**src/rtl/uart_fmt_pkg.sv**
```systemverilog
package uart_fmt_pkg;
  localparam int unsigned BYTE_W = 8;
  localparam int unsigned IDX_W  = $clog2(BYTE_W);
  localparam int unsigned ADDR_W = 3;

  localparam logic [ADDR_W-1:0] A_ENABLE = 3'd0;
  localparam logic [ADDR_W-1:0] A_FORMAT = 3'd1;
  localparam logic [ADDR_W-1:0] A_FLOW   = 3'd2;
  localparam logic [ADDR_W-1:0] A_XON    = 3'd3;
  localparam logic [ADDR_W-1:0] A_XOFF   = 3'd4;
  localparam logic [ADDR_W-1:0] A_BREAK  = 3'd5;

  localparam logic [3:0]        LEN_SHORT = 4'd7;
  localparam logic [BYTE_W-1:0] FMT_RST   = 8'h08;
  localparam logic [BYTE_W-1:0] XON_RST   = 8'h11;
  localparam logic [BYTE_W-1:0] XOFF_RST  = 8'h13;

  typedef enum logic [1:0] {
    FLOW_OFF  = 2'd0,
    FLOW_HW   = 2'd1,
    FLOW_SW   = 2'd2,
    FLOW_RSVD = 2'd3
  } flow_e;

  typedef enum logic [2:0] {
    ST_IDLE, ST_START, ST_DATA, ST_PAR, ST_STOP, ST_BRK, ST_GUARD
  } tx_state_e;

  typedef struct packed {
    logic [BYTE_W-1:0] data;
    logic [IDX_W-1:0]  last_idx;
    logic              par_en;
    logic              par_bit;
    logic              two_stop;
  } frame_t;
endpackage

```
**src/rtl/uart_fmt_regs.sv**
```systemverilog
module uart_fmt_regs import uart_fmt_pkg::*; (
  input  logic              clk_i,
  input  logic              rst_ni,
  input  logic              we_i,
  input  logic [ADDR_W-1:0] addr_i,
  input  logic [BYTE_W-1:0] wdata_i,
  output logic [1:0]        en_o,
  output logic [BYTE_W-1:0] fmt_o,
  output flow_e             flow_o,
  output logic [BYTE_W-1:0] xon_o,
  output logic [BYTE_W-1:0] xoff_o,
  output logic              brk_o,
  output logic              flow_wr_o
);
  logic hit_flow;

  // flow mode is locked while either direction is enabled
  assign hit_flow  = we_i && (addr_i == A_FLOW) && (en_o == 2'b00);
  assign flow_wr_o = hit_flow;

  always_ff @(posedge clk_i or negedge rst_ni) begin
    if (!rst_ni) begin
      en_o   <= 2'b00;
      fmt_o  <= FMT_RST;
      flow_o <= FLOW_OFF;
      xon_o  <= XON_RST;
      xoff_o <= XOFF_RST;
      brk_o  <= 1'b0;
    end else begin
      if (we_i && addr_i == A_ENABLE) en_o   <= wdata_i[1:0];
      if (we_i && addr_i == A_FORMAT) fmt_o  <= wdata_i;
      if (hit_flow)                   flow_o <= flow_e'(wdata_i[1:0]);
      if (we_i && addr_i == A_XON)    xon_o  <= wdata_i;
      if (we_i && addr_i == A_XOFF)   xoff_o <= wdata_i;
      if (we_i && addr_i == A_BREAK)  brk_o  <= |wdata_i;
    end
  end
endmodule

```
**src/rtl/uart_fmt_flow.sv**
```systemverilog
module uart_fmt_flow import uart_fmt_pkg::*; (
  input  logic              clk_i,
  input  logic              rst_ni,
  input  flow_e             flow_i,
  input  logic              rx_en_i,
  input  logic              flow_wr_i,
  input  logic [BYTE_W-1:0] xon_i,
  input  logic [BYTE_W-1:0] xoff_i,
  input  logic [BYTE_W-1:0] rx_char_i,
  input  logic              rx_char_valid_i,
  input  logic              cts_i,
  output logic              permit_o
);
  logic paused_q;
  logic rx_take;

  assign rx_take = rx_en_i && rx_char_valid_i && (flow_i == FLOW_SW);

  always_ff @(posedge clk_i or negedge rst_ni) begin
    if (!rst_ni)                           paused_q <= 1'b0;
    else if (flow_wr_i)                    paused_q <= 1'b0;
    else if (rx_take && rx_char_i == xoff_i) paused_q <= 1'b1;
    else if (rx_take && rx_char_i == xon_i)  paused_q <= 1'b0;
  end

  always_comb begin
    unique case (flow_i)
      FLOW_HW: permit_o = cts_i;
      FLOW_SW: permit_o = !paused_q;
      default: permit_o = 1'b1;
    endcase
  end
endmodule

```
**src/rtl/uart_fmt_dec.sv**
```systemverilog
module uart_fmt_dec import uart_fmt_pkg::*; (
  input  logic [BYTE_W-1:0] fmt_i,
  input  logic [BYTE_W-1:0] data_i,
  output frame_t            frame_o
);
  logic              short_len;
  logic [BYTE_W-1:0] used;

  assign short_len = (fmt_i[3:0] == LEN_SHORT);
  // parity covers only bits that go on the line
  assign used = short_len ? {1'b0, data_i[BYTE_W-2:0]} : data_i;

  always_comb begin
    frame_o.data     = data_i;
    frame_o.last_idx = short_len ? IDX_W'(BYTE_W - 2) : IDX_W'(BYTE_W - 1);
    frame_o.two_stop = fmt_i[7];
    frame_o.par_en   = 1'b1;
    frame_o.par_bit  = 1'b0;
    unique case (fmt_i[6:4])
      3'd1:    frame_o.par_bit = ~^used;
      3'd2:    frame_o.par_bit = ^used;
      3'd3:    frame_o.par_bit = 1'b1;
      3'd4:    frame_o.par_bit = 1'b0;
      default: frame_o.par_en  = 1'b0;
    endcase
  end
endmodule

```
**src/rtl/uart_fmt_ser.sv**
```systemverilog
module uart_fmt_ser import uart_fmt_pkg::*; (
  input  logic      clk_i,
  input  logic      rst_ni,
  input  logic      tick_i,
  input  logic      start_i,
  input  frame_t    frame_i,
  input  logic      brk_i,
  output logic      line_o,
  output logic      idle_o,
  output tx_state_e state_o
);
  tx_state_e        st_q;
  frame_t           fr_q;
  logic [IDX_W-1:0] idx_q;
  logic             stop2_q;

  always_ff @(posedge clk_i or negedge rst_ni) begin
    if (!rst_ni) begin
      st_q    <= ST_IDLE;
      fr_q    <= '0;
      idx_q   <= '0;
      stop2_q <= 1'b0;
    end else if (brk_i) begin
      st_q <= ST_BRK;
    end else begin
      unique case (st_q)
        ST_IDLE: if (start_i) begin
          fr_q <= frame_i;
          st_q <= ST_START;
        end
        ST_START: if (tick_i) begin
          idx_q <= '0;
          st_q  <= ST_DATA;
        end
        ST_DATA: if (tick_i) begin
          if (idx_q == fr_q.last_idx) begin
            stop2_q <= 1'b0;
            st_q    <= fr_q.par_en ? ST_PAR : ST_STOP;
          end else begin
            idx_q <= idx_q + 1'b1;
          end
        end
        ST_PAR: if (tick_i) begin
          stop2_q <= 1'b0;
          st_q    <= ST_STOP;
        end
        ST_STOP: if (tick_i) begin
          if (fr_q.two_stop && !stop2_q) stop2_q <= 1'b1;
          else                           st_q    <= ST_IDLE;
        end
        ST_BRK:   st_q <= ST_GUARD;
        ST_GUARD: if (tick_i) st_q <= ST_IDLE;
        default:  st_q <= ST_IDLE;
      endcase
    end
  end

  always_comb begin
    unique case (st_q)
      ST_START: line_o = 1'b0;
      ST_DATA:  line_o = fr_q.data[idx_q];
      ST_PAR:   line_o = fr_q.par_bit;
      default:  line_o = 1'b1;
    endcase
  end

  assign idle_o  = (st_q == ST_IDLE);
  assign state_o = st_q;
endmodule

```
**src/rtl/uart_fmt_tx.sv**
```systemverilog
module uart_fmt_tx import uart_fmt_pkg::*; (
  input  logic              clk_i,
  input  logic              rst_ni,
  input  logic              reg_we_i,
  input  logic [ADDR_W-1:0] reg_addr_i,
  input  logic [BYTE_W-1:0] reg_wdata_i,
  input  logic              tick_i,
  input  logic [BYTE_W-1:0] tx_data_i,
  input  logic              tx_valid_i,
  output logic              tx_ready_o,
  input  logic              cts_i,
  input  logic [BYTE_W-1:0] rx_char_i,
  input  logic              rx_char_valid_i,
  output logic              txd_o
);
  logic [1:0]        en_w;
  logic [BYTE_W-1:0] fmt_w, xon_w, xoff_w;
  flow_e             flow_w;
  logic              brk_w, flow_wr_w, permit_w, idle_w, line_w;
  frame_t            frame_w;
  tx_state_e         st_w;

  uart_fmt_regs u_regs (
    .clk_i, .rst_ni,
    .we_i(reg_we_i), .addr_i(reg_addr_i), .wdata_i(reg_wdata_i),
    .en_o(en_w), .fmt_o(fmt_w), .flow_o(flow_w), .xon_o(xon_w),
    .xoff_o(xoff_w), .brk_o(brk_w), .flow_wr_o(flow_wr_w)
  );

  uart_fmt_flow u_flow (
    .clk_i, .rst_ni,
    .flow_i(flow_w), .rx_en_i(en_w[1]), .flow_wr_i(flow_wr_w),
    .xon_i(xon_w), .xoff_i(xoff_w),
    .rx_char_i, .rx_char_valid_i, .cts_i,
    .permit_o(permit_w)
  );

  uart_fmt_dec u_dec (.fmt_i(fmt_w), .data_i(tx_data_i), .frame_o(frame_w));

  assign tx_ready_o = idle_w && tick_i && en_w[0] && !brk_w && permit_w;

  uart_fmt_ser u_ser (
    .clk_i, .rst_ni, .tick_i,
    .start_i(tx_ready_o && tx_valid_i), .frame_i(frame_w), .brk_i(brk_w),
    .line_o(line_w), .idle_o(idle_w), .state_o(st_w)
  );

  assign txd_o = line_w && !brk_w;
endmodule

```
**config.mk**
```make
export PLATFORM = sky130hd
export DESIGN_NAME = uart_fmt_tx
export DESIGN_NICKNAME = d
export VERILOG_FILES = /design/src/rtl/uart_fmt_pkg.sv /design/src/rtl/uart_fmt_regs.sv /design/src/rtl/uart_fmt_flow.sv /design/src/rtl/uart_fmt_dec.sv /design/src/rtl/uart_fmt_ser.sv /design/src/rtl/uart_fmt_tx.sv
export SDC_FILE = /design/constraint.sdc
export NUM_CORES = 1
export LEC_CHECK = 0
export BUFFER_PORTS_ARGS = -buffer_cell sky130_fd_sc_hd__buf_2
export CORE_MARGIN = 2
export CORE_UTILIZATION = 61
export CTS_CLUSTER_SIZE = 30
export DETAILED_ROUTE_END_ITERATION = 12
export GPL_TIMING_DRIVEN = 0
export PLACE_DENSITY = 0.88
export SYNTH_ARGS = -nofsm -noshare
export SYNTH_HDL_FRONTEND = slang
export SYNTH_SLANG_ARGS = --single-unit
```
**constraint.sdc**
```tcl
create_clock -name clk_i -period 5.8 [get_ports clk_i]
set_clock_uncertainty 0.15 [all_clocks]
set_input_delay 1.45 -clock clk_i [delete_from_list [all_inputs] [get_ports clk_i]]
set_output_delay 1.45 -clock clk_i [all_outputs]
set_load 0.05 [all_outputs]
```
# ---- Yosys cells after proc, flatten, opt, wreduce, memory -nomap -nowiden
# Cells that the tools add are included.
dict set report totals {
  reg_bits 51
  output_inout_bits 2
  word_cells 120
}
dict set report classes {
  add_sub_neg 1
  magnitude_cmp 1
  eq_ne 36
  n_mux 31
  bitwise 1
  reduce_logical 35
}
# operator count
set op_table {}
lappend op_table {{3-bit two-way mux} 12}
lappend op_table {{3-bit one-hot mux with 7 select lines} 1}
lappend op_table {{3-bit by 2-bit == test with 1-bit output (second input constant)} 6}
lappend op_table {{3-bit == test (second input constant)} 6}
lappend op_table {{1-bit logical AND} 18}
lappend op_table {{3-bit != test (second input constant)} 6}
lappend op_table {{8-bit == test} 2}
lappend op_table {{1-bit two-way mux} 11}
lappend op_table {{2-bit != test (second input constant)} 5}
lappend op_table {{3-bit by 1-bit == test with 1-bit output (second input constant)} 3}
lappend op_table {{1-bit one-hot mux with 3 select lines} 3}
lappend op_table {{8-bit two-way mux} 1}
lappend op_table {{8-bit AND reduction} 1}
lappend op_table {{8-bit OR reduction} 1}
lappend op_table {{8-bit XNOR reduction} 1}
lappend op_table {{8-bit XOR reduction} 1}
lappend op_table {{7-bit AND reduction} 1}
lappend op_table {{3-bit logical NOT} 2}
lappend op_table {{3-bit one-hot mux with 2 select lines} 1}
lappend op_table {{3-bit nonzero test} 2}
lappend op_table {{5-bit AND reduction} 1}
lappend op_table {{4-bit by 3-bit == test with 1-bit output (second input constant)} 1}
lappend op_table {{3-bit by 4-bit less-than comparator with 1-bit output (second input constant)} 1}
lappend op_table {{2-bit by 1-bit != test with 1-bit output (second input constant)} 2}
lappend op_table {{14 further kinds} 16}

# ---- Depth between registers and ports, before layout
# Gate-level depths: netlist of run 1.
dict set report logic_depth {
  depth_word 9
  ltp_mapped 8
}

# ---- Hierarchy
# A second synthesis of run 1 with hierarchy kept.
dict set report unflattened {
  hier_cells 226
  hier_area_um2 2760.1
}
# mod n_inst cells_per_inst area_per_inst_um2 seq_area_each_um2
set by_module_without_submodules {}
lappend by_module_without_submodules {uart_fmt_regs 1 71 1159.9 733.2}
lappend by_module_without_submodules {uart_fmt_ser 1 93 1101.1 525.5}
lappend by_module_without_submodules {uart_fmt_flow 1 32 270.3 25.0}
lappend by_module_without_submodules {uart_fmt_dec 1 24 191.4 0.0}
lappend by_module_without_submodules {uart_fmt_tx 1 6 37.5 0.0}

# ---- Least setup slack after synthesis of run 1
# No wires, ideal clock.
dict set report synth_timing {
  path_kind {input to output}
  from {in tick_i}
  to {out tx_ready_o}
  t_arrival_ns 2.121
  required_ns 4.200
  slack_ns 2.079
  path_stages 3
  path_buffers 1
  cell_sequence {buf_6 > nor3b_2 > o311a_2}
}
dict set report synth_via {
  elab_chain_cells 4
}
# item line
set synth_rtl {}
lappend synth_rtl {{from (decl)} uart_fmt_tx.sv:7} ;# input logic tick_i,
lappend synth_rtl {{1-bit logical AND (4 in a row)} uart_fmt_tx.sv:40} ;# assign tx_ready_o = idle_w && tick_i && en_w[0] && !brk_w && permit_w;
lappend synth_rtl {{to (decl)} uart_fmt_tx.sv:10} ;# output logic tx_ready_o,
# No other way between the ends.

# ---- Worst setup path in the final report of run 1
# Same ends and word-level chain as after synthesis.

==> results of run 1 <==
-- cell families (layout without fill, tap and decap cells) --
| logic type | count (synthesis) | after routing | share of synthesized area, % |
|---|---|---|---|
| simple gates | 51 | 51 | 11.3 |
| buf+inv | 13 | 54 | 3.07 |
| xor+xnor | 24 | 24 | 8.59 |
| flops | 50 | 50 | 48.3 |
| fa+ha+maj | 3 | 3 | 1.44 |
| compound gates | 23 | 23 | 7.25 |
| mux | 44 | 44 | 20.0 |
-- worst min-delay path: cells and delay by family, from the launching register on --
| kind | cells | cell delay, ns |
|---|---|---|
| AO/OA/AOI/OAI | 1 | 0.06 |
| flip-flops | 1 | 0.36 |
| AND/OR/NAND/NOR | 1 | 0.05 |
-- per-layer routing --
| layer | vias up | wire [um] | share of wire (%) |
|---|---|---|---|
| li1 | 827 | - | - |
| met3 | 9 | 214 | 4.5 |
| met1 | 834 | 2150 | 45 |
| met4 | 0 | 85 | 1.8 |
| met5 | - | 0 | 0 |
| met2 | 44 | 2270 | 48 |
-- power groups by stage --
stage                     registers, W  clock network [W]  logic (W)
after global routing          0.000464           0.000220   0.000204
after floorplan               0.000450                  0   0.000139
after CTS                     0.000456           0.000209   0.000185
after global placement        0.000459                  0   0.000178
final                         0.000456           0.000202   0.000183
after detailed placement      0.000462                  0   0.000185
-- flip-flops by register name (all words and copies together) (netlist names) --
| name | cells |
|---|---|
| u_regs.xoff_o | 8 |
| u_regs.brk_o | 1 |
| u_regs.fmt_o | 8 |
| u_ser.idx_q | 3 |
| u_regs.xon_o | 8 |
| u_ser.stop2_q | 1 |
| u_ser.state_o | 3 |
| u_regs.flow_o | 2 |
| u_flow.paused_q | 1 |
| u_ser.fr_q | 13 |
| u_regs.en_o | 2 |
-- layout make-up --
cell class / instances / area [um^2]
Inverter: 7 / 26.3
Sequential cell: 50 / 1260
Buffer: 6 / 53.8
Tap cell: 50 / 62.6
Clock buffer: 7 / 86.3
Timing Repair Buffer: 34 / 170
Fill cell: 263 / 1130
Multi-Input combinational cell: 145 / 1270
-- cell usage in the layout (no fill, tap or decap), types with 2 or more instances in the layout --
| cell type | instances |
|---|---|
| clkbuf_8 | 6 |
| mux4_1 | 2 |
| a21oi_1 | 3 |
| nand3_1 | 5 |
| inv_1 | 7 |
| dfstp_2 | 6 |
| xnor2_1 | 7 |
| nand2b_1 | 2 |
| nor3b_1 | 4 |
| nor2_1 | 9 |
| xor2_1 | 16 |
| a31oi_1 | 3 |
| nor4_1 | 4 |
| buf_4 | 2 |
| buf_6 | 3 |
| nand2_1 | 9 |
| nor2b_1 | 4 |
| buf_2 | 35 |
| nand4b_1 | 2 |
| dfrtp_1 | 44 |
| nor3_1 | 4 |
| mux2_2 | 39 |
| o21ai_0 | 3 |
| mux2i_1 | 3 |
| ha_1 | 3 |
-- worst paths after layout --
check                                               to  slack (ns)  depth (start not counted)
max                                         tx_ready_o        1.88                          4
min                          u_ser.fr_q[1]$_DFFE_PN0P_        0.35                          2
max reg2reg                 u_ser.fr_q[10]$_DFFE_PN0P_        3.71                          6
min reg2reg                  u_ser.fr_q[1]$_DFFE_PN0P_        0.35                          2
max in group asynchronous   u_regs.en_o[1]$_DFFE_PN0P_        3.68                          1
min in group asynchronous  u_regs.xon_o[6]$_DFFE_PN0P_        1.19                          1
-- metrics by stage --
step	util (%)	setup WS (ns)	std cells	cell area, um^2	hold slack, ns
floorplan	-	2.08	208	2610	0.298
global placement	70.0	1.90	292	2840	0.330
detailed placement	70.0	1.89	292	2840	0.330
CTS	72.1	1.88	299	2930	0.350
global route	72.1	1.85	299	2930	0.376
finish	72.1	1.88	299	2930	0.349
==> impl_results.md, run 1 <==
* Final setup viols at 0
* Top cells by area, synth: dfrtp_1, mux2_2, dfstp_2, xor2_1, xnor2_1
* Cts bufs inserted at 5
* EDFF count, synth at 0
* DIE WIDTH at slightly below 70 um
* Final Hold Fails at 0
* PD cells at 287 nW/um^2
* Number of inserted diodes at 0
* Required @ worst endpoint at between 4 and 5 ns
* Worst min path class: register to register
* Vias in the first global route at 1875
* RSZ-0062 raised after global routing: no
* GR Layer Usage met2 at between 30% and 40%
* Setup crit end kind: primary output
* CTS root buf: clkbuf_8
* Post-synth top flop: dfrtp_1
* Int Pwr at roughly 0.0006 W
* CP max stage delay at about 0.27 ns
* Post-DR wirelength/cell at around 16 um
* Max-slew headroom at a little under a third
* DRC at 0
* CTS max path bufs at 2
* Share of post-route cells with drive strength above 1 at between 40% and 50%
* Sequential-to-total area share from yosys stat at around 48%
* H-Tree Depth at 2
* Async set or reset register ratio after synthesis at 100%
* Slew @ Worst Pin at 1.05 ns
* DR pass1 iterations at 4
* Hold path startpoint: u_ser.fr_q[1]$_DFFE_PN0P_
* DRT antenna net count at 0
* Clock sinks at 50
* Share of the synthesized area in the top cell type at 42.2%
* R2R Path Start: u_regs.flow_o[0]$_DFFE_PN0P_
* Synthesized net count at between 200 and 250
* Clock power frac at about a quarter
* Reg clk slew, reported paths at roughly 0.080 ns
* Comb pwr share at ~22%
* Synth warnings at 0
* Buffers & Inverters on Critical Path at 2
* Grt ovf at 0
* Status: finished clean
* Num rows at 23
* Initial core utilization at 64.2%
* Worst-path maximum fanout at 10
* CP startpoint: tick_i
* Count of pins over their slew limit at 0
* Post-CTS sizing at 0
* CTS tree: built
* Yosys top cell by area: dfrtp_1
* Setup CP Type: input pin to primary output
* Sw Share at 27.4%
* GRT Util Overall at a little under a quarter
* Antenna violations before repair at 0
* WP data arrival at about 2.3 ns
* Vias at ~1700
* Final Critical Period at around 3.9 ns
* Die H at 69.4 um
* Overall power at around 0.00084 W
* Initial DRC count at ~120
* Vias per cell at approximately 5.7
* Post-CTS setup buffers at 0
* Top-count cell post-synth: dfrtp_1
* GR Util met3 at between 5 and 6%
* Skew-Pair Late Insertion Delay at about 0.3 ns
* Final Cycle Share at between 60% and 70%
* Area grow syn2layout at 12.2%
* GR Layer Usage met1 at roughly 30%
* Io pins at 36
* Yosys cell types at 47
* Cell Area, Synth at approximately 2600 um^2
* Mapped Cells at around 210
* Most common library cells after synthesis: dfrtp_1, mux2_2, xor2_1, nand2_1, nor2_1
* CP max-delay cell: buf_2
* Crit path cell chain: buf_6, nor3b_2, o311a_2, buf_2
* Flop pwr share at between 50 and 60%
* DP HPWL at 3510 um
* Synthesized area per cell at between 10 and 15 um^2
* Routability cong. at just over 0.8
* Leakage at approximately 1.4 nW
* Maximum vdd drop at around 0.21 mV
* Layer with the highest usage: met2
* Full die area at about 4800 um^2
* #FFs+latches synth at 50
* Port Buffers at 34
* Total Wirelength at ~4700 um
* Setup TNS at 0 ns
* Global-route wire length before repair at between 8000 and 9000 um
* Max-Cap Viols at 0
* Top achievable clock speed at roughly 260 MHz
* Crit path max-delay family: buffers and inverters
* Pin count of the biggest net entering global routing at 51
* Nets at approximately 290
* Switching pwr at approximately 0.00023 W
* Hold-fix buffer count after cts at 0
* Core area at ~4000 um^2
* Critical Path Source Type: input pin
No activity file was read; power rests on OpenSTA's default activity.
==> inputs of run 2 (changes only) <==
--- a/config.mk
+++ b/config.mk
@@ -5,13 +5,14 @@
 export SDC_FILE = /design/constraint.sdc
 export NUM_CORES = 1
 export LEC_CHECK = 0
+export ABC_AREA = 1
 export BUFFER_PORTS_ARGS = -buffer_cell sky130_fd_sc_hd__buf_2
 export CORE_MARGIN = 2
-export CORE_UTILIZATION = 61
+export CORE_UTILIZATION = 57
 export CTS_CLUSTER_SIZE = 30
 export DETAILED_ROUTE_END_ITERATION = 12
 export GPL_TIMING_DRIVEN = 0
-export PLACE_DENSITY = 0.88
+export PLACE_DENSITY = 0.83
 export SYNTH_ARGS = -nofsm -noshare
 export SYNTH_HDL_FRONTEND = slang
 export SYNTH_SLANG_ARGS = --single-unit
==> constraint.sdc (replaced) <==
create_clock -name clk_i -period 3.75 [get_ports clk_i]
set_clock_uncertainty 0.15 [all_clocks]
set_input_delay 0.9375 -clock clk_i [delete_from_list [all_inputs] [get_ports clk_i]]
set_output_delay 0.9375 -clock clk_i [all_outputs]
set_load 0.05 [all_outputs]
==> impl_results.md, run 2 <==
* Status: finished clean
* Worst min path class: register to register
* DRT antenna net count at 0
* Core area at roughly 4600 um^2
* FF-to-FF path depth at 10
* R2r endpoint: u_ser.state_o[2]$_DFFE_PN0P_
* Num rows at 25
* Global-route wire length before repair at ~9600 um
* Top cells by area, synth: dfrtp_1, nand2_1, dfstp_2, xor2_1, inv_1
* Hold Path Depth at 1
* Design Area, Final at 3050 um^2
* Maximum vdd drop at roughly 0.31 mV
* Critical Path Source Type: register
* Post-CTS setup buffers at 0
* DIE WIDTH at 72.8 um
* EDFF count, synth at 0
* Grt ovf at 0
* Clock sinks at 50
* CTS root buf: clkbuf_8
* Setup TNS at 0 ns
* DP HPWL at around 4000 um
* Comb pwr share at between 15 and 20%
* Initial core utilization at 58.3%
* Worst-path maximum fanout at 7
* Int Pwr at between 0.0008 and 0.0009 W
* Post-synth top flop: dfrtp_1
* Full die area at 5300 um^2
* Area grow syn2layout at 13.2%
* Routability cong. at ~0.86
* Top-count cell post-synth: nand2_1
* Most common library cells after synthesis: nand2_1, dfrtp_1, inv_1, o21ai_0, nor2_1
* Vias in the first global route at between 2000 and 2500
* Vias per cell at about 5.5
* Hold path startpoint: u_regs.brk_o$_DFFE_PN0P_
* Post-CTS sizing at 0
* Nets at 409
* Required @ worst endpoint at 2.66 ns
* Reg with most FFs: u_ser.fr_q
* Io pins at 36
* Flop pwr share at between 50 and 60%
* Hold Path End: u_ser.state_o[1]$_DFFE_PN0P_
* WP data arrival at 1.80 ns
* Sw Share at 27.7%
* Final Cycle Share at 76.9%
* Synth warnings at 0
* Port Buffers at 35
* Cell Area, Synth at 2700 um^2
* Pin count of the biggest net entering global routing at between 50 and 60
* Synthesized area per cell at approximately 8 um^2
* Cts bufs inserted at 5
* Hold-fix buffer count after cts at 0
* Clock power frac at a little under a third
* DRC at 0
* Reg clk slew, reported paths at roughly 0.090 ns
* Sequential-to-total area share from yosys stat at between 40% and 50%
* PD cells at roughly 400 nW/um^2
* Synthesized net count at approximately 370
* Mapped Cells at 330
* Final Critical Period at 2.88 ns
* Switching pwr at approximately 0.00034 W
* Commonest non-fill, non-tap cell in the layout: nand2_1
* GRT Util Overall at about a quarter
* Final setup viols at 0
* Die H at 72.8 um
* DR pass1 iterations at 4
* Number of inserted diodes at 0
* CTS max path bufs at 2
* R2R Path Start: u_regs.flow_o[0]$_DFFE_PN0P_
* Antenna violations before repair at 0
* Slew @ Worst Pin at 1.09 ns
* Max-Cap Viols at 0
* Vias at approximately 2300
* Skew-Pair Late Insertion Delay at just over 0.3 ns
* Total Wirelength at around 5600 um
* Share of the synthesized area in the top cell type at 40.8%
* Yosys top cell by area: dfrtp_1
* Leakage at about 1.5 nW
* Final Hold Fails at 0
* CTS tree: built
* Top achievable clock speed at 347 MHz
* Setup crit end kind: primary output
* Dpl cell area at 2940 um^2
* Async set or reset register ratio after synthesis at 100%
* Share of post-route cells with drive strength above 1 at between 10% and 20%
* #FFs+latches synth at 50
* H-Tree Depth at 2
* Highest-count cells in the layout ignoring fill and taps: nand2_1, dfrtp_1, buf_2
* Post-DR wirelength/cell at about 13 um
* Yosys cell types at 38
* Count of pins over their slew limit at 0
* Initial DRC count at between 100 and 150
* Setup CP Type: register to primary output
* Max-slew headroom at 27.2%
* RSZ-0062 raised after global routing: no
* Max FFs per register at 13
* R2R setup slack at 2.07 ns
-- run 2: changes by cell type after synthesis, sizes merged, moves of 16 or more --
cell	before	now
inv	7	37
o21ai	3	45
nor2	9	25
nand3	5	22
nand2	10	92
mux2	39	0
-- run 2: power by group through the flow --
stage	combinational (W)	clock (W)	sequential, W
finish	0.000199	0.000383	0.000652
global route	0.000236	0.000410	0.000657
CTS	0.000202	0.000391	0.000651
detailed placement	0.000200	0	0.000661
global placement	0.000191	0	0.000656
floorplan	0.000138	0	0.000650
-- run 2: worst max-delay path by stage --
stage	start	to	slack [ns]	depth (start not counted)
3_5_place_dp	tick_i	tx_ready_o	0.94	5
3_3_place_gp	tick_i	tx_ready_o	0.97	5
5_1_grt	u_ser.idx_q[0]$_DFFE_PN0P_	txd_o	0.76	6
4_1_cts	u_ser.state_o[2]$_DFFE_PN0P_	txd_o	0.88	6
2_1_floorplan	u_ser.state_o[2]$_DFFE_PN0P_	txd_o	1.03	5
6_report	u_ser.state_o[2]$_DFFE_PN0P_	txd_o	0.87	6
-- run 2: logic make-up (layout without fill, tap and decap cells) --
logic type | Yosys count | after routing | synth area share [%]
flops | 50 | 50 | 46.7
fa+ha+maj | 3 | 3 | 1.39
xor+xnor | 19 | 19 | 6.17
compound gates | 60 | 60 | 12.3
simple gates | 153 | 153 | 26.5
buf+inv | 45 | 88 | 7.00
-- run 2: cell type report --
cell class / instances / area, um^2
Sequential cell: 50 / 1260
Clock inverter: 3 / 43.8
Fill cell: 380 / 1580
Multi-Input combinational cell: 235 / 1250
Clock buffer: 5 / 68.8
Buffer: 7 / 46.3
Inverter: 38 / 143
Timing Repair Buffer: 35 / 175
Tap cell: 54 / 67.6
-- run 2: critical path, stage by stage (launching register included) --
cell and delay, ns:
dfrtp_1 0.43, inv_2 0.15, nand2_2 0.11, nor2_4 0.19, o211ai_1 0.14, a21oi_1 0.19
buf_2 0.29
-- run 2: per-stage QoR --
stage / hold WS, ns / std cells / total power, W / utilization [%] / worst slack [ns]
2_1_floorplan: 0.272 / 330 / 0.000788 / - / 1.03
3_3_place_gp: 0.302 / 419 / 0.000848 / 63.5 / 0.975
3_5_place_dp: 0.308 / 419 / 0.000860 / 63.5 / 0.942
4_1_cts: 0.325 / 427 / 0.00124 / 65.9 / 0.877
5_1_grt: 0.348 / 427 / 0.00130 / 65.9 / 0.760
6_report: 0.320 / 427 / 0.00123 / 65.9 / 0.866
-- run 2: routing by layer --
metal | part of all wire (%) | wire (um) | GRT usage (%) | up-vias
met5 | 0 | 0 | 0 | -
met4 | 1.3 | 74 | 8.23 | 0
met3 | 4.4 | 245 | 4.83 | 8
met2 | 49 | 2730 | 38.9 | 54
met1 | 45 | 2540 | 31.1 | 1120
li1 | - | - | - | 1153
==> inputs of run 3 (changes only) <==
--- a/config.mk
+++ b/config.mk
@@ -8,11 +8,11 @@
 export ABC_AREA = 1
 export BUFFER_PORTS_ARGS = -buffer_cell sky130_fd_sc_hd__buf_2
 export CORE_MARGIN = 2
-export CORE_UTILIZATION = 57
+export CORE_UTILIZATION = 52
 export CTS_CLUSTER_SIZE = 30
 export DETAILED_ROUTE_END_ITERATION = 12
 export GPL_TIMING_DRIVEN = 0
-export PLACE_DENSITY = 0.83
+export PLACE_DENSITY = 0.8
 export SYNTH_ARGS = -nofsm -noshare
 export SYNTH_HDL_FRONTEND = slang
 export SYNTH_SLANG_ARGS = --single-unit
==> constraint.sdc (replaced) <==
create_clock -name clk_i -period 2.45 [get_ports clk_i]
set_clock_uncertainty 0.15 [all_clocks]
set_input_delay 0.6125 -clock clk_i [delete_from_list [all_inputs] [get_ports clk_i]]
set_output_delay 0.6125 -clock clk_i [all_outputs]
set_load 0.05 [all_outputs]
==> impl_results.md, run 3 (same netlist as run 2, synthesis figures left out) <==
* Setup crit end kind: primary output
* Global-route wire length before repair at between 9000 and 10000 um
* Max-slew headroom at between 20 and 30%
* DP HPWL at approximately 4100 um
* Final Critical Period at 2.43 ns
* Top achievable clock speed at roughly 410 MHz
* Initial DRC count at 146
* Routability cong. at 0.854
* Clock sinks at 50
* Final Cycle Share at between 90 and 100%
* Number of inserted diodes at 0
* Status: finished clean
* Vias per cell at roughly 5
* Leakage at ~1.6 nW
* Required @ worst endpoint at about 1.7 ns
* Vias at between 2000 and 2500
* Setup CP Type: register to primary output
* Final Hold Fails at 0
* Grt ovf at 0
* Commonest non-fill, non-tap cell in the layout: nand2_1
* Final setup viols at 0
* CTS max path bufs at 2
* Full die area at between 5000 and 6000 um^2
* Worst-path maximum fanout at 6
* Share of post-route cells with drive strength above 1 at between 20% and 30%
* Count of pins over their slew limit at 0
* WP data arrival at 1.67 ns
* Max-Cap Viols at 0
* Highest-count cells in the layout ignoring fill and taps: nand2_1, dfrtp_1, buf_2
* Reg with most FFs: u_ser.fr_q
* DR pass1 iterations at 4
* H-Tree Depth at 2
* Total Wirelength at around 5500 um
* Num rows at 26
* Post-DR wirelength/cell at around 12 um
* Antenna violations before repair at 0
* Cts bufs inserted at 5
* DRT antenna net count at 0
* CTS root buf: clkbuf_8
* Vias in the first global route at around 2200
* Pin count of the biggest net entering global routing at 51
* Slew @ Worst Pin at 1.08 ns
* PD cells at 636 nW/um^2
* Worst min path class: register to register
* CTS tree: built
* Maximum vdd drop at about 0.42 mV
* Skew-Pair Late Insertion Delay at between 0.3 and 0.4 ns
* Io pins at 36
* Critical Path Source Type: register
* Initial core utilization at approximately 53%
* Reg clk slew, reported paths at about 0.1 ns
* Setup TNS at 0 ns
* Nets at ~400
* Area grow syn2layout at 16.2%
* Final hold slack at between 0.3 and 0.4 ns
* DIE WIDTH at 76.0 um
* Layout Utilization at 62.2%
* Port Buffers at 35
* DRC at 0
* Core area at ~5000 um^2
* RSZ-0062 raised after global routing: no
* GRT Util Overall at slightly above 20%
* Max FFs per register at 13
* Die H at 76.0 um
* Overall power at around 0.0020 W
-- run 3: cell types whose count changed in the layout (fill, tap and decap cells not counted), moves of 2 or more --
cell     before  now
inv_4         0    2
nor2_2        2    4
dfrtp_1      44   42
dfrtp_2       0    2
inv_1        34   32
buf_4         1    3
nor2_1       20   18
-- run 3: critical path: stages (launching register included) --
cell and delay [ns]:
dfrtp_2 0.44, o21ai_0 0.13, o211ai_1 0.23, o211ai_1 0.13
a21oi_1 0.20, buf_4 0.23
-- run 3: power by group --
| part | internal (W) | switching [W] |
|---|---|---|
| clock | 0.000409 | 0.000285 |
| combinational | 0.000129 | 0.000175 |
| sequential | 0.000930 | 0.0000661 |
-- run 3: final cells by class --
type                            count  area [um^2]
Buffer                              7         50.0
Multi-Input combinational cell    235         1260
Tap cell                           70         87.6
Sequential cell                    50         1260
Clock inverter                      3         68.8
Inverter                           38          148
Timing Repair Buffer               37          193
Fill cell                         430         1910
Clock buffer                        5         68.8
-- run 3: path summary, 6_finish.rpt --
check                      cells past startpoint                      endpoint  slack (ns)                       start
setup reg to reg                               7  u_ser.state_o[2]$_DFFE_PN0P_        0.74  u_ser.idx_q[0]$_DFFE_PN0P_
hold reg to reg                                1  u_ser.state_o[1]$_DFFE_PN0P_        0.32    u_regs.brk_o$_DFFE_PN0P_
hold / removal                                 1  u_ser.state_o[1]$_DFFE_PN0P_        0.32    u_regs.brk_o$_DFFE_PN0P_
min in group asynchronous                      1    u_ser.fr_q[10]$_DFFE_PN0P_        0.35                      rst_ni
max in group asynchronous                      1    u_ser.idx_q[0]$_DFFE_PN0P_        1.08                      rst_ni
setup / recovery                               5                         txd_o        0.02  u_ser.idx_q[0]$_DFFE_PN0P_
-- run 3: repair_timing --
action                     in CTS  in global routing
setup buffers                   1                  1
hold buffers                    0                  0
resized for setup               3                  9
pin swaps                       1                  3
setup endpoints to repair       1                  1
-- run 3: per-layer routing --
layer	vias to the layer above	routed length (um)	GRT usage (%)
met3	5	205	3.55
met5	-	0	0
met2	50	2710	34.2
met1	1066	2570	27.0
met4	0	60	4.91
li1	1154	-	-
-- run 3: through the flow --
stage / cell area [um^2] / setup slack, ns / cells
2_1_floorplan: 2700 / 0.0553 / 330
6_report: 3130 / 0.0155 / 445
4_1_cts: 3110 / 0.00409 / 444
3_5_place_dp: 2960 / 0.260 / 435
5_1_grt: 3130 / 0.00617 / 445
3_3_place_gp: 2960 / 0.278 / 435
